==> src/rtl/vfs_pkg.sv <==
package vfs_pkg;
  localparam int unsigned VFS_BUS_AW = 2;

  typedef enum logic [VFS_BUS_AW-1:0] {
    VFS_REG_CTRL = 2'd0,
    VFS_REG_ACK  = 2'd1
  } vfs_reg_e;
endpackage

==> src/rtl/vfs_rst_sync.sv <==
module vfs_rst_sync #(
  parameter int unsigned STAGES = 2
) (
  input  logic clk,
  input  logic rst_n,
  output logic rst_sync_n
);
  logic [STAGES-1:0] sync_q;
  logic [STAGES-1:0] sync_d;

  always_comb begin
    sync_d = {sync_q[STAGES-2:0], 1'b1};
  end

  always_ff @(posedge clk or negedge rst_n) begin
    if (!rst_n) sync_q <= '0;
    else        sync_q <= sync_d;
  end

  assign rst_sync_n = sync_q[STAGES-1];
endmodule

==> src/rtl/vfs_ctrl_reg.sv <==
module vfs_ctrl_reg #(
  parameter int unsigned DATA_W = 16,
  localparam int unsigned VECT_W = DATA_W - 1
) (
  input  logic              clk,
  input  logic              rst_n,
  input  logic              ctrl_wr,
  input  logic              wr_en_bit,
  input  logic              fetch_vld,
  input  logic              fetch_rst,
  input  logic [VECT_W-1:0] fetch_hi,
  output logic              en_q,
  output logic [VECT_W-1:0] vect_q,
  output logic              sel_exp
);
  logic              en_d;
  logic [VECT_W-1:0] vect_d;
  logic              cap_en;

  always_comb begin
    sel_exp = fetch_vld & en_q & ~fetch_rst;
    cap_en  = sel_exp;
    en_d    = ctrl_wr ? wr_en_bit : en_q;
    vect_d  = cap_en ? fetch_hi : vect_q;
  end

  always_ff @(posedge clk or negedge rst_n) begin
    if (!rst_n) begin
      en_q   <= 1'b0;
      vect_q <= '0;
    end else begin
      en_q   <= en_d;
      vect_q <= vect_d;
    end
  end
endmodule

==> src/rtl/vfs_ack_reg.sv <==
module vfs_ack_reg #(
  parameter int unsigned GRP_N = 12
) (
  input  logic             clk,
  input  logic             rst_n,
  input  logic             clr_stb,
  input  logic [GRP_N-1:0] clr_mask,
  input  logic [GRP_N-1:0] set_in,
  output logic [GRP_N-1:0] ack_q
);
  for (genvar g = 0; g < GRP_N; g++) begin : g_bit
    logic bit_d;
    logic clr_hit;

    always_comb begin
      clr_hit = clr_stb & clr_mask[g];
      if (set_in[g])    bit_d = 1'b1;
      else if (clr_hit) bit_d = 1'b0;
      else              bit_d = ack_q[g];
    end

    always_ff @(posedge clk or negedge rst_n) begin
      if (!rst_n) ack_q[g] <= 1'b1;
      else        ack_q[g] <= bit_d;
    end
  end
endmodule

==> src/rtl/vfs_rd_mux.sv <==
module vfs_rd_mux
  import vfs_pkg::*;
#(
  parameter int unsigned DATA_W = 16,
  parameter int unsigned GRP_N  = 12
) (
  input  logic [VFS_BUS_AW-1:0] addr,
  input  logic                  en_q,
  input  logic [DATA_W-2:0]     vect_q,
  input  logic [GRP_N-1:0]      ack_q,
  output logic [DATA_W-1:0]     rdata
);
  always_comb begin
    case (addr)
      VFS_REG_CTRL: rdata = {vect_q, en_q};
      VFS_REG_ACK:  rdata = {{(DATA_W-GRP_N){1'b0}}, ack_q};
      default:      rdata = '0;
    endcase
  end
endmodule

==> src/rtl/vec_fetch_sel.sv <==
module vec_fetch_sel
  import vfs_pkg::*;
#(
  parameter int unsigned DATA_W = 16,
  parameter int unsigned GRP_N  = 12
) (
  input  logic                  clk,
  input  logic                  rst_n,
  input  logic                  bus_en,
  input  logic                  bus_wr,
  input  logic [VFS_BUS_AW-1:0] bus_addr,
  input  logic [DATA_W-1:0]     bus_wdata,
  output logic [DATA_W-1:0]     bus_rdata,
  input  logic                  fetch_vld,
  input  logic                  fetch_rst,
  input  logic [DATA_W-1:0]     fetch_addr,
  output logic                  sel_exp,
  input  logic [GRP_N-1:0]      ack_set,
  output logic [GRP_N-1:0]      ack_bits
);
  localparam int unsigned VECT_W = DATA_W - 1;

  logic              rst_sync_n;
  logic              wr_stb;
  logic              ctrl_wr;
  logic              ack_wr;
  logic              en_q;
  logic [VECT_W-1:0] vect_q;
  logic              unused_bits;

  assign unused_bits = ^{fetch_addr[0], bus_wdata[DATA_W-1:GRP_N]};

  always_comb begin
    wr_stb  = bus_en & bus_wr;
    ctrl_wr = wr_stb & (bus_addr == VFS_REG_CTRL);
    ack_wr  = wr_stb & (bus_addr == VFS_REG_ACK);
  end

  vfs_rst_sync #(.STAGES(2)) u_rst (
    .clk        (clk),
    .rst_n      (rst_n),
    .rst_sync_n (rst_sync_n)
  );

  vfs_ctrl_reg #(.DATA_W(DATA_W)) u_ctrl (
    .clk       (clk),
    .rst_n     (rst_sync_n),
    .ctrl_wr   (ctrl_wr),
    .wr_en_bit (bus_wdata[0]),
    .fetch_vld (fetch_vld),
    .fetch_rst (fetch_rst),
    .fetch_hi  (fetch_addr[DATA_W-1:1]),
    .en_q      (en_q),
    .vect_q    (vect_q),
    .sel_exp   (sel_exp)
  );

  vfs_ack_reg #(.GRP_N(GRP_N)) u_ack (
    .clk      (clk),
    .rst_n    (rst_sync_n),
    .clr_stb  (ack_wr),
    .clr_mask (bus_wdata[GRP_N-1:0]),
    .set_in   (ack_set),
    .ack_q    (ack_bits)
  );

  vfs_rd_mux #(.DATA_W(DATA_W), .GRP_N(GRP_N)) u_rd (
    .addr   (bus_addr),
    .en_q   (en_q),
    .vect_q (vect_q),
    .ack_q  (ack_bits),
    .rdata  (bus_rdata)
  );
endmodule

==> config.mk <==
export PLATFORM = sky130hd
export DESIGN_NAME = vec_fetch_sel
export DESIGN_NICKNAME = d
export VERILOG_FILES = /design/src/rtl/vfs_pkg.sv /design/src/rtl/vfs_rst_sync.sv /design/src/rtl/vfs_ctrl_reg.sv /design/src/rtl/vfs_ack_reg.sv /design/src/rtl/vfs_rd_mux.sv /design/src/rtl/vec_fetch_sel.sv
export SDC_FILE = /design/constraint.sdc
export NUM_CORES = 1
export LEC_CHECK = 0
export BUFFER_PORTS_ARGS = -buffer_cell sky130_fd_sc_hd__buf_2
export CORE_MARGIN = 1.5
export CORE_UTILIZATION = 47
export CTS_CLUSTER_SIZE = 8
export DETAILED_ROUTE_END_ITERATION = 6
export HOLD_SLACK_MARGIN = 0.05
export PLACE_DENSITY = 0.93
export SLEW_MARGIN = 20
export SYNTH_ARGS = -nofsm -noshare
export SYNTH_HDL_FRONTEND = slang
export SYNTH_SLANG_ARGS = --single-unit
==> constraint.sdc <==
create_clock -name clk -period 1.9 [get_ports clk]
set_input_delay 0.38 -clock clk [delete_from_list [all_inputs] [get_ports clk]]
set_output_delay 0.38 -clock clk [all_outputs]
set_load 0.01 [all_outputs]
==> results of run 1 <==
-- power groups by stage --
stage | registers [mW] | logic [mW] | clock network, mW
2_1_floorplan | 0.847 | 0.283 | 0
3_3_place_gp | 0.856 | 0.404 | 0
3_5_place_dp | 0.863 | 0.419 | 0
4_1_cts | 0.854 | 0.422 | 0.402
5_1_grt | 0.871 | 0.459 | 0.431
6_report | 0.852 | 0.415 | 0.389
-- logic make-up after synthesis --
logic type / synth area share, %
simple gates: 11.1
other cells: 0.262
flops: 53.5
buf+inv: 6.56
mux: 23.3
compound gates: 5.24
-- worst paths after layout --
kind | from | to | slack [ns] | cells past startpoint
worst max-delay path | u_ctrl.en_q | sel_exp | 0.29 | 3
worst min-delay path | bus_wdata[3] | u_ack.ack_q[3] | 0.18 | 2
worst max register to register | u_ctrl.en_q | u_ctrl.vect_q[12] | 0.59 | 3
worst min register to register | u_rst.sync_q[1] | u_ctrl.vect_q[14] | 0.20 | 0
max in group asynchronous | u_rst.sync_q[1] | u_ack.ack_q[6] | 1.02 | 1
min in group asynchronous | u_rst.sync_q[1] | u_ctrl.vect_q[14] | 0.20 | 0
-- per-stage QoR --
step	power [mW]	cell area [sq um]
after floorplan	1.13	1430
after global placement	1.26	1820
after detailed placement	1.28	1820
after CTS	1.68	1890
after global routing	1.76	1890
final	1.66	1890
-- routing by layer --
layer | track usage [%] | vias up | share of wire (%) | wire length [um]
li1 | - | 563 | - | -
met1 | 22.7 | 530 | 42 | 1290
met2 | 37.3 | 55 | 49 | 1490
met3 | 6.03 | 5 | 7.6 | 232
met4 | 9.97 | 0 | 1.7 | 51
met5 | 0 | - | 0 | 0
-- critical path, stage by stage, from the launching register on --
cell and delay [ns]:
dfrtp_1 0.43, nand3b_4 0.24, inv_1 0.10, buf_2 0.13
-- Yosys cell counts --
cell type	n	share of area (%)
a31oi_1	12	5.2
and2_1	4	1.7
and4b_1	1	0.70
buf_4	1	0.52
buf_6	3	2.4
clkbuf_1	1	0.26
conb_1	1	0.26
dfrtp_1	18	31
dfstp_2	12	22
inv_1	13	3.4
mux2_1	1	0.79
mux2_2	6	4.7
mux2_4	9	9.4
mux2i_1	12	8.4
nand3b_4	1	1.4
nor2_1	25	6.6
nor4bb_1	1	0.70
-- sequential cells by signal (all words and copies together), names as in the netlist --
register,cells
u_ctrl.vect_q,15
u_rst.sync_q,2
u_ctrl.en_q,1
u_ack.ack_q,12
-- area by class of cell --
type / count / area, sq um
Clock buffer: 7 / 55.1
Clock inverter: 1 / 5.00
Timing Repair Buffer: 78 / 400
Tap cell: 31 / 38.8
Multi-Input combinational cell: 73 / 572
Fill cell: 224 / 943
Sequential cell: 30 / 766
Inverter: 13 / 48.8
-- repair_timing --
item	4_1_cts	5_1_grt
hold buffers	1	0
endpoints found under the hold margin	2	0
endpoints found under the setup margin	0	0
resized for setup	0	0
==> flow_summary.json, run 1 <==
{
  "route.detailed.drc": 7,
  "place.gp.congestion": 0.676,
  "first_global_vias": 1196,
  "place_inst": 224,
  "post-cts-setup-buffer-count": 0,
  "cts.sinks": 30,
  "synth-seq-cells": 30,
  "rsz0062_at_grt": "false",
  "grt_pass1_wl_um": 5130,
  "timing.slew.headroom_pct": 65.2,
  "nNetsFinal": 253,
  "crit_path_start_kind": "register",
  "instances_no_fill": 233,
  "die_h_um": 58.2,
  "cts_tree": "done",
  "criticalPathCategory": "register to output port",
  "pwr_density_cell_mw_per_mm2": 879,
  "yosys_warnings": 0,
  "worst_slack_ns": 0.290,
  "grt_overflow": 0,
  "seqPwrFrac_pct": 51.5,
  "clk_latency_ns": 0.33,
  "antenna_left": 0,
  "wl_um": 3060,
  "grt_max_degree": 17,
  "die_w_um": 58.2,
  "die_area_sq_mm": 0.00339,
  "final_cell_mix": "buf_2, nor2_1, dfrtp_1, inv_1",
  "crit_fanout": 12,
  "viasPerCell": 4.95,
  "ys_seq_area_share_pct": 53.5,
  "fmaxAchievable_mhz": 621,
  "switching_share_pct": 27.1,
  "final_common_cell": "buf_2",
  "cp-end-kind": "output port",
  "yosysUniqueCellTypes": 17,
  "rows": 19,
  "port_buffers": 75,
  "synth_nets": 173,
  "antenna_found_initial": 0,
  "switchingPower_uw": 448,
  "h-tree-depth": 2,
  "syn_to_final_growth_pct": 31.7,
  "worstMarginPinSlew_ns": 0.522,
  "post_drt_wl_per_cell_um": 13.1,
  "pwr-share-clk_pct": 23.5,
  "intPower_mw": 1.21,
  "numCtsBuffers": 5,
  "path_clk_slew_ns": 0.09,
  "fin_hold_ws_ns": 0.183,
  "p_leak_nw": 1.03,
  "clockBufferDepth": 2,
  "worst_ep_arrival_time_ns": 1.23,
  "hp-class": "primary input to register",
  "syn_inst": 121,
  "min_period_ns": 1.61,
  "grt_usage_pct": 20.9,
  "preCtsSetupSlack_ns": 0.225,
  "final_util_pct": 66.7,
  "setup_viol": 0,
  "max_cap_viol_count": 0,
  "combPwrFrac_pct": 25.1,
  "hpwlAfterDp_um": 2340,
  "drt_pass1_iterations": 6,
  "violations": "DRC",
  "cts_root_buf": "clkbuf_4",
  "ir_drop_v": 0.000570,
  "diodes": 0,
  "coreArea_sq_mm": 0.00283,
  "cp.required_ns": 1.52,
  "drive_gt1_share_pct": 55.4,
  "initial_core_util_pct": 50.6,
  "netlist_area_sq_mm": 0.00143,
  "vias": 1153,
  "finalSetupTns_ns": 0,
  "first_iter_violations": 30,
  "finalClockSkew_ns": 0.00486,
  "status": "complete, but fails checks",
  "min_period_over_period_pct": 84.7,
  "hold_violations": 0,
  "num_io_pins": 81,
  "avgSynthCellArea_sq_um": 11.8,
  "drv_slew": 0
}
Power figures use the tool's default switching activity.
==> run 2: changes to the inputs <==
- CORE_UTILIZATION: 47 -> 43
- PLACE_DENSITY: 0.93 -> 0.86
- clock period: 1.9 -> 1.6 ns (I/O delays scaled with it)
==> run 2 against run 1 <==
  * The flow now finishes without violations
  * Global-route usage down 3.5 points
  * Cell area increased by 4.4%
  * Hold slack got worse by 0.038 ns
  * Register-to-register slack got worse by 0.20 ns
  * Critical path depth is the same
  * Largest power group unchanged
==> flow_summary.json, run 2 (synthesis results as in run 1) <==
{
  "syn_to_final_growth_pct": 37.6,
  "hp-start": "bus_wdata[11]",
  "status": "complete, no violations",
  "port_buffers": 75,
  "cp.required_ns": 1.28,
  "ir_drop_v": 0.000601,
  "critPathSlowestCell": "dfstp_2",
  "pwr_density_cell_mw_per_mm2": 1000,
  "coreArea_sq_mm": 0.00310,
  "intPower_mw": 1.45,
  "clockBufferDepth": 2,
  "rows": 20,
  "total_power_mw": 1.97,
  "post_drt_wl_per_cell_um": 12.2,
  "use_met2_pct": 31.0,
  "final_util_pct": 63.5,
  "crit_path_start_kind": "register",
  "finalSetupTns_ns": 0,
  "final_common_cell": "buf_2",
  "regMostFlops": "u_ctrl.vect_q",
  "post_dp_cell_area_sq_mm": 0.00185,
  "combPwrFrac_pct": 26.3,
  "drive_gt1_share_pct": 57.3,
  "grt_pass1_wl_um": 4600,
  "cts-resized-gates": 0,
  "worst_slack_ns": 0.105,
  "cp_cell_sequence": "mux2i_1 -> nor2_1 -> buf_2",
  "worst-path-buf-inv": 1,
  "min_period_ns": 1.50,
  "preCtsSetupSlack_ns": 0.110,
  "largest_reg_flops": 15,
  "groute.layer.met1.usage_pct": 20.3,
  "viasPerCell": 4.57,
  "cp_top_family": "flip-flops",
  "hp-class": "primary input to register",
  "clk_latency_ns": 0.31,
  "top_usage_layer": "met2",
  "die_h_um": 60.7,
  "route.detailed.drc": 0,
  "drv_slew": 0,
  "wl_um": 3100,
  "met3_usage_pct": 5.33,
  "cts_root_buf": "clkbuf_4",
  "min_period_over_period_pct": 93.4,
  "nNetsFinal": 262,
  "h-tree-depth": 2,
  "worst_ep_arrival_time_ns": 1.18,
  "cts.sinks": 30,
  "switching_share_pct": 26.2,
  "diodes": 0,
  "pwr-share-clk_pct": 22.7,
  "p_leak_nw": 1.07,
  "cp-startpoint": "u_ack.ack_q[1]",
  "antenna_found_initial": 0,
  "reg_top3": "u_ctrl.vect_q x15, u_ack.ack_q x12, u_rst.sync_q x2",
  "setup_viol": 0,
  "slowest_delay_ns": 0.56,
  "grt_max_degree": 17,
  "grt_overflow": 0,
  "hold_violations": 0,
  "initial_core_util_pct": 46.1,
  "first_iter_violations": 32,
  "vias": 1165,
  "hpwlAfterDp_um": 2350,
  "worstReg2RegStart": "u_ctrl.en_q",
  "num_io_pins": 81,
  "grt_usage_pct": 17.4,
  "drt_pass1_iterations": 4,
  "fmaxAchievable_mhz": 669,
  "place.gp.congestion": 0.713,
  "die_area_sq_mm": 0.00368,
  "antenna_left": 0,
  "design_area_sq_mm": 0.00197,
  "final_cell_mix": "buf_2, nor2_1, dfrtp_1, inv_1",
  "seqPwrFrac_pct": 51.1,
  "first_global_vias": 1079,
  "switchingPower_uw": 517,
  "max_cap_viol_count": 0,
  "cp-end-kind": "output port",
  "criticalPathCategory": "register to output port",
  "numCtsBuffers": 5,
  "rsz0062_at_grt": "false",
  "die_w_um": 60.7,
  "cts_tree": "done",
  "crit_fanout": 3,
  "finalClockSkew_ns": 0.00670,
  "path_clk_slew_ns": 0.09
}
## run 2: cell count changes in the layout (fill, tap and decap cells not counted)
cell / previous run / this run
buf_4: 2 / 11
## run 2: path summary, 6_finish.rpt
path / end / slack [ns] / cells after the start
max: bus_rdata[1] / 0.10 / 3
min: u_ack.ack_q[11] / 0.15 / 2
max reg2reg: u_ctrl.vect_q[14] / 0.39 / 3
min reg2reg: u_ctrl.vect_q[6] / 0.19 / 1
max in group asynchronous: u_ack.ack_q[8] / 1.14 / 1
min in group asynchronous: u_ctrl.vect_q[6] / 0.19 / 1
## run 2: layout make-up
type	count	area (sq um)
Clock buffer	7	55.1
Clock inverter	1	5.00
Fill cell	289	1130
Inverter	13	48.8
Multi-Input combinational cell	73	572
Sequential cell	30	766
Tap cell	44	55.1
Timing Repair Buffer	87	468
## run 2: timing repair
item / in CTS / in global routing
setup buffers: 0 / 7
hold endpoints to repair: 2 / 0
endpoints found under the setup margin: 0 / 1
hold buffers: 1 / 0
## run 2: stage by stage
stage	hold slack, ns	std cells
floorplan	0.0244	121
CTS	0.125	248
detailed placement	0.107	239
finish	0.146	255
global route	0.118	255
global placement	0.107	239
## run 2: power by group through the flow
stage	Sequential (mW)	Combinational, mW	Clock (mW)
2_1_floorplan	1.01	0.335	0
3_3_place_gp	1.01	0.488	0
3_5_place_dp	1.02	0.503	0
4_1_cts	1.01	0.506	0.473
5_1_grt	1.03	0.571	0.523
6_report	1.01	0.517	0.446
## run 2: metal layers
layer  vias up  wire length (um)
met5         -                 0
met2        47              1510
met1       535              1360
li1        583                 -
met3         0               227
met4         0                 0
==> run 3: changes to the inputs <==
--- a/config.mk
+++ b/config.mk
@@ -14,2 +14,3 @@
 export PLACE_DENSITY = 0.86
+export SETUP_SLACK_MARGIN = 0.4
 export SLEW_MARGIN = 20
--- a/constraint.sdc
+++ b/constraint.sdc
@@ -3,2 +3,2 @@
 set_output_delay 0.32 -clock clk [all_outputs]
-set_load 0.01 [all_outputs]
+set_load 0.005 [all_outputs]
==> run 3 against run 2 <==
  * Power grew 5.8%
  * Cell area increased by 16%
  * Core utilization is 9.9 points higher
  * Global-route usage up 3.7 points
  * First-iteration DRC count grew to 3.3 times the previous value
  * Critical path type unchanged
  * Critical endpoint is now bus_rdata[6]
  * Largest cell class unchanged
==> flow_summary.json, run 3 (synthesis results as in run 1) <==
{
  "clockBufferDepth": 2,
  "cts_tree": "done",
  "final_cell_mix": "buf_2, buf_6, nor2_1, dfrtp_1, buf_4",
  "pwr-share-clk_pct": 22.1,
  "finalClockSkew_ns": 0.00220,
  "grt_pass1_wl_um": 5420,
  "h-tree-depth": 2,
  "diodes": 0,
  "viasPerCell": 4.84,
  "largest_reg_flops": 15,
  "crit_path_start_kind": "register",
  "status": "complete, no violations",
  "design_area_sq_mm": 0.00228,
  "total_power_mw": 2.08,
  "drv_slew": 0,
  "first_global_vias": 1227,
  "final_util_pct": 73.4,
  "cts.sinks": 30,
  "ir_drop_v": 0.000593,
  "worst_ep_arrival_time_ns": 1.24,
  "grt_overflow": 0,
  "rows": 20,
  "final_common_cell": "buf_2",
  "post_drt_wl_per_cell_um": 14.8,
  "holdPathStages": 2,
  "switching_share_pct": 26.8,
  "antenna_found_initial": 0,
  "min_period_over_period_pct": 97.5,
  "reg_top3": "u_ctrl.vect_q x15, u_ack.ack_q x12, u_rst.sync_q x2",
  "hp-class": "primary input to register",
  "intPower_mw": 1.53,
  "numCtsBuffers": 5,
  "vias": 1316,
  "coreArea_sq_mm": 0.00310,
  "drive_gt1_share_pct": 61.4,
  "cp-end-kind": "output port",
  "post_dp_cell_area_sq_mm": 0.00184,
  "clk_latency_ns": 0.32,
  "combPwrFrac_pct": 29.1,
  "die_w_um": 60.7,
  "fin_hold_ws_ns": 0.127,
  "cts_root_buf": "clkbuf_4",
  "grt_usage_pct": 21.1,
  "antenna_left": 0,
  "reg2reg_depth": 4,
  "die_area_sq_mm": 0.00368,
  "syn_to_final_growth_pct": 59.1,
  "drt_pass1_iterations": 4,
  "p_leak_nw": 1.24,
  "place.gp.congestion": 0.730,
  "seqPwrFrac_pct": 48.8,
  "rsz0062_at_grt": "true",
  "pwr_density_cell_mw_per_mm2": 915,
  "hpwlAfterDp_um": 2360,
  "cp.required_ns": 1.28,
  "regMostFlops": "u_ctrl.vect_q",
  "port_buffers": 75,
  "fmaxAchievable_mhz": 641,
  "finalSetupTns_ns": 0,
  "switchingPower_uw": 559,
  "hold_violations": 0,
  "first_iter_violations": 107,
  "criticalPathCategory": "register to output port",
  "grt_max_degree": 17,
  "path_clk_slew_ns": 0.09,
  "crit_fanout": 2,
  "initial_core_util_pct": 46.1,
  "nNetsFinal": 279,
  "num_io_pins": 81,
  "die_h_um": 60.7,
  "setup_viol": 0,
  "wl_um": 4030,
  "route.detailed.drc": 0,
  "min_period_ns": 1.56,
  "max_cap_viol_count": 0
}
-- run 3: metrics by stage --
stage / setup WS, ns / cells
after floorplan: 0.436 / 121
after global placement: 0.126 / 238
after detailed placement: 0.106 / 238
after CTS: 0.105 / 264
after global routing: -0.0187 / 272
final: 0.0394 / 272
-- run 3: worst max-delay path, stage by stage (launching register included) --
cell,delay [ns]
dfstp_2,0.56
mux2i_1,0.09
nor2_1,0.13
buf_2,0.14
-- run 3: power groups by stage --
stage | sequential, mW | combinational, mW | clock [mW]
after floorplan | 1.00 | 0.313 | 0
after global placement | 1.01 | 0.460 | 0
after detailed placement | 1.02 | 0.477 | 0
after CTS | 1.01 | 0.541 | 0.476
after global routing | 1.03 | 0.652 | 0.514
final | 1.02 | 0.606 | 0.461
-- run 3: what timing repair did --
action | 4_1_cts | 5_1_grt
endpoints found under the setup margin | 37 | 42
gates resized for setup | 26 | 9
endpoints found under the hold margin | 2 | 0
setup buffers | 17 | 8
hold buffers | 1 | 0
gates cloned | 0 | 0
pin swaps | 8 | 8
-- run 3: path summary, 6_finish.rpt --
kind	from	endpoint	slack, ns
min in group asynchronous	u_rst.sync_q[1]	u_ctrl.vect_q[6]	0.19
worst max register to register	u_ctrl.en_q	u_ctrl.vect_q[5]	0.36
worst min-delay path	bus_wdata[8]	u_ack.ack_q[8]	0.13
max in group asynchronous	u_rst.sync_q[1]	u_ack.ack_q[1]	1.15
worst max-delay path	u_ack.ack_q[6]	bus_rdata[6]	0.04
worst min register to register	u_rst.sync_q[1]	u_ctrl.vect_q[6]	0.19
-- run 3: cell type report --
| type | count | area (sq um) |
|---|---|---|
| clock inverters | 1 | 5.00 |
| well taps | 44 | 55.1 |
| clock buffers | 7 | 55.1 |
| fillers | 213 | 826 |
| flip-flops and latches | 30 | 766 |
| inverters | 13 | 48.8 |
| repair buffers | 104 | 753 |
| multi-input cells | 73 | 594 |
-- run 3: per-layer routing --
metal	share of wire (%)	GRT usage (%)	vias to the layer above	wire length (um)
met2	52	38.7	62	2110
met4	1.6	8.39	0	64
met3	6.9	5.12	8	278
met5	0	0	-	0
li1	-	-	617	-
met1	39	23.3	629	1580
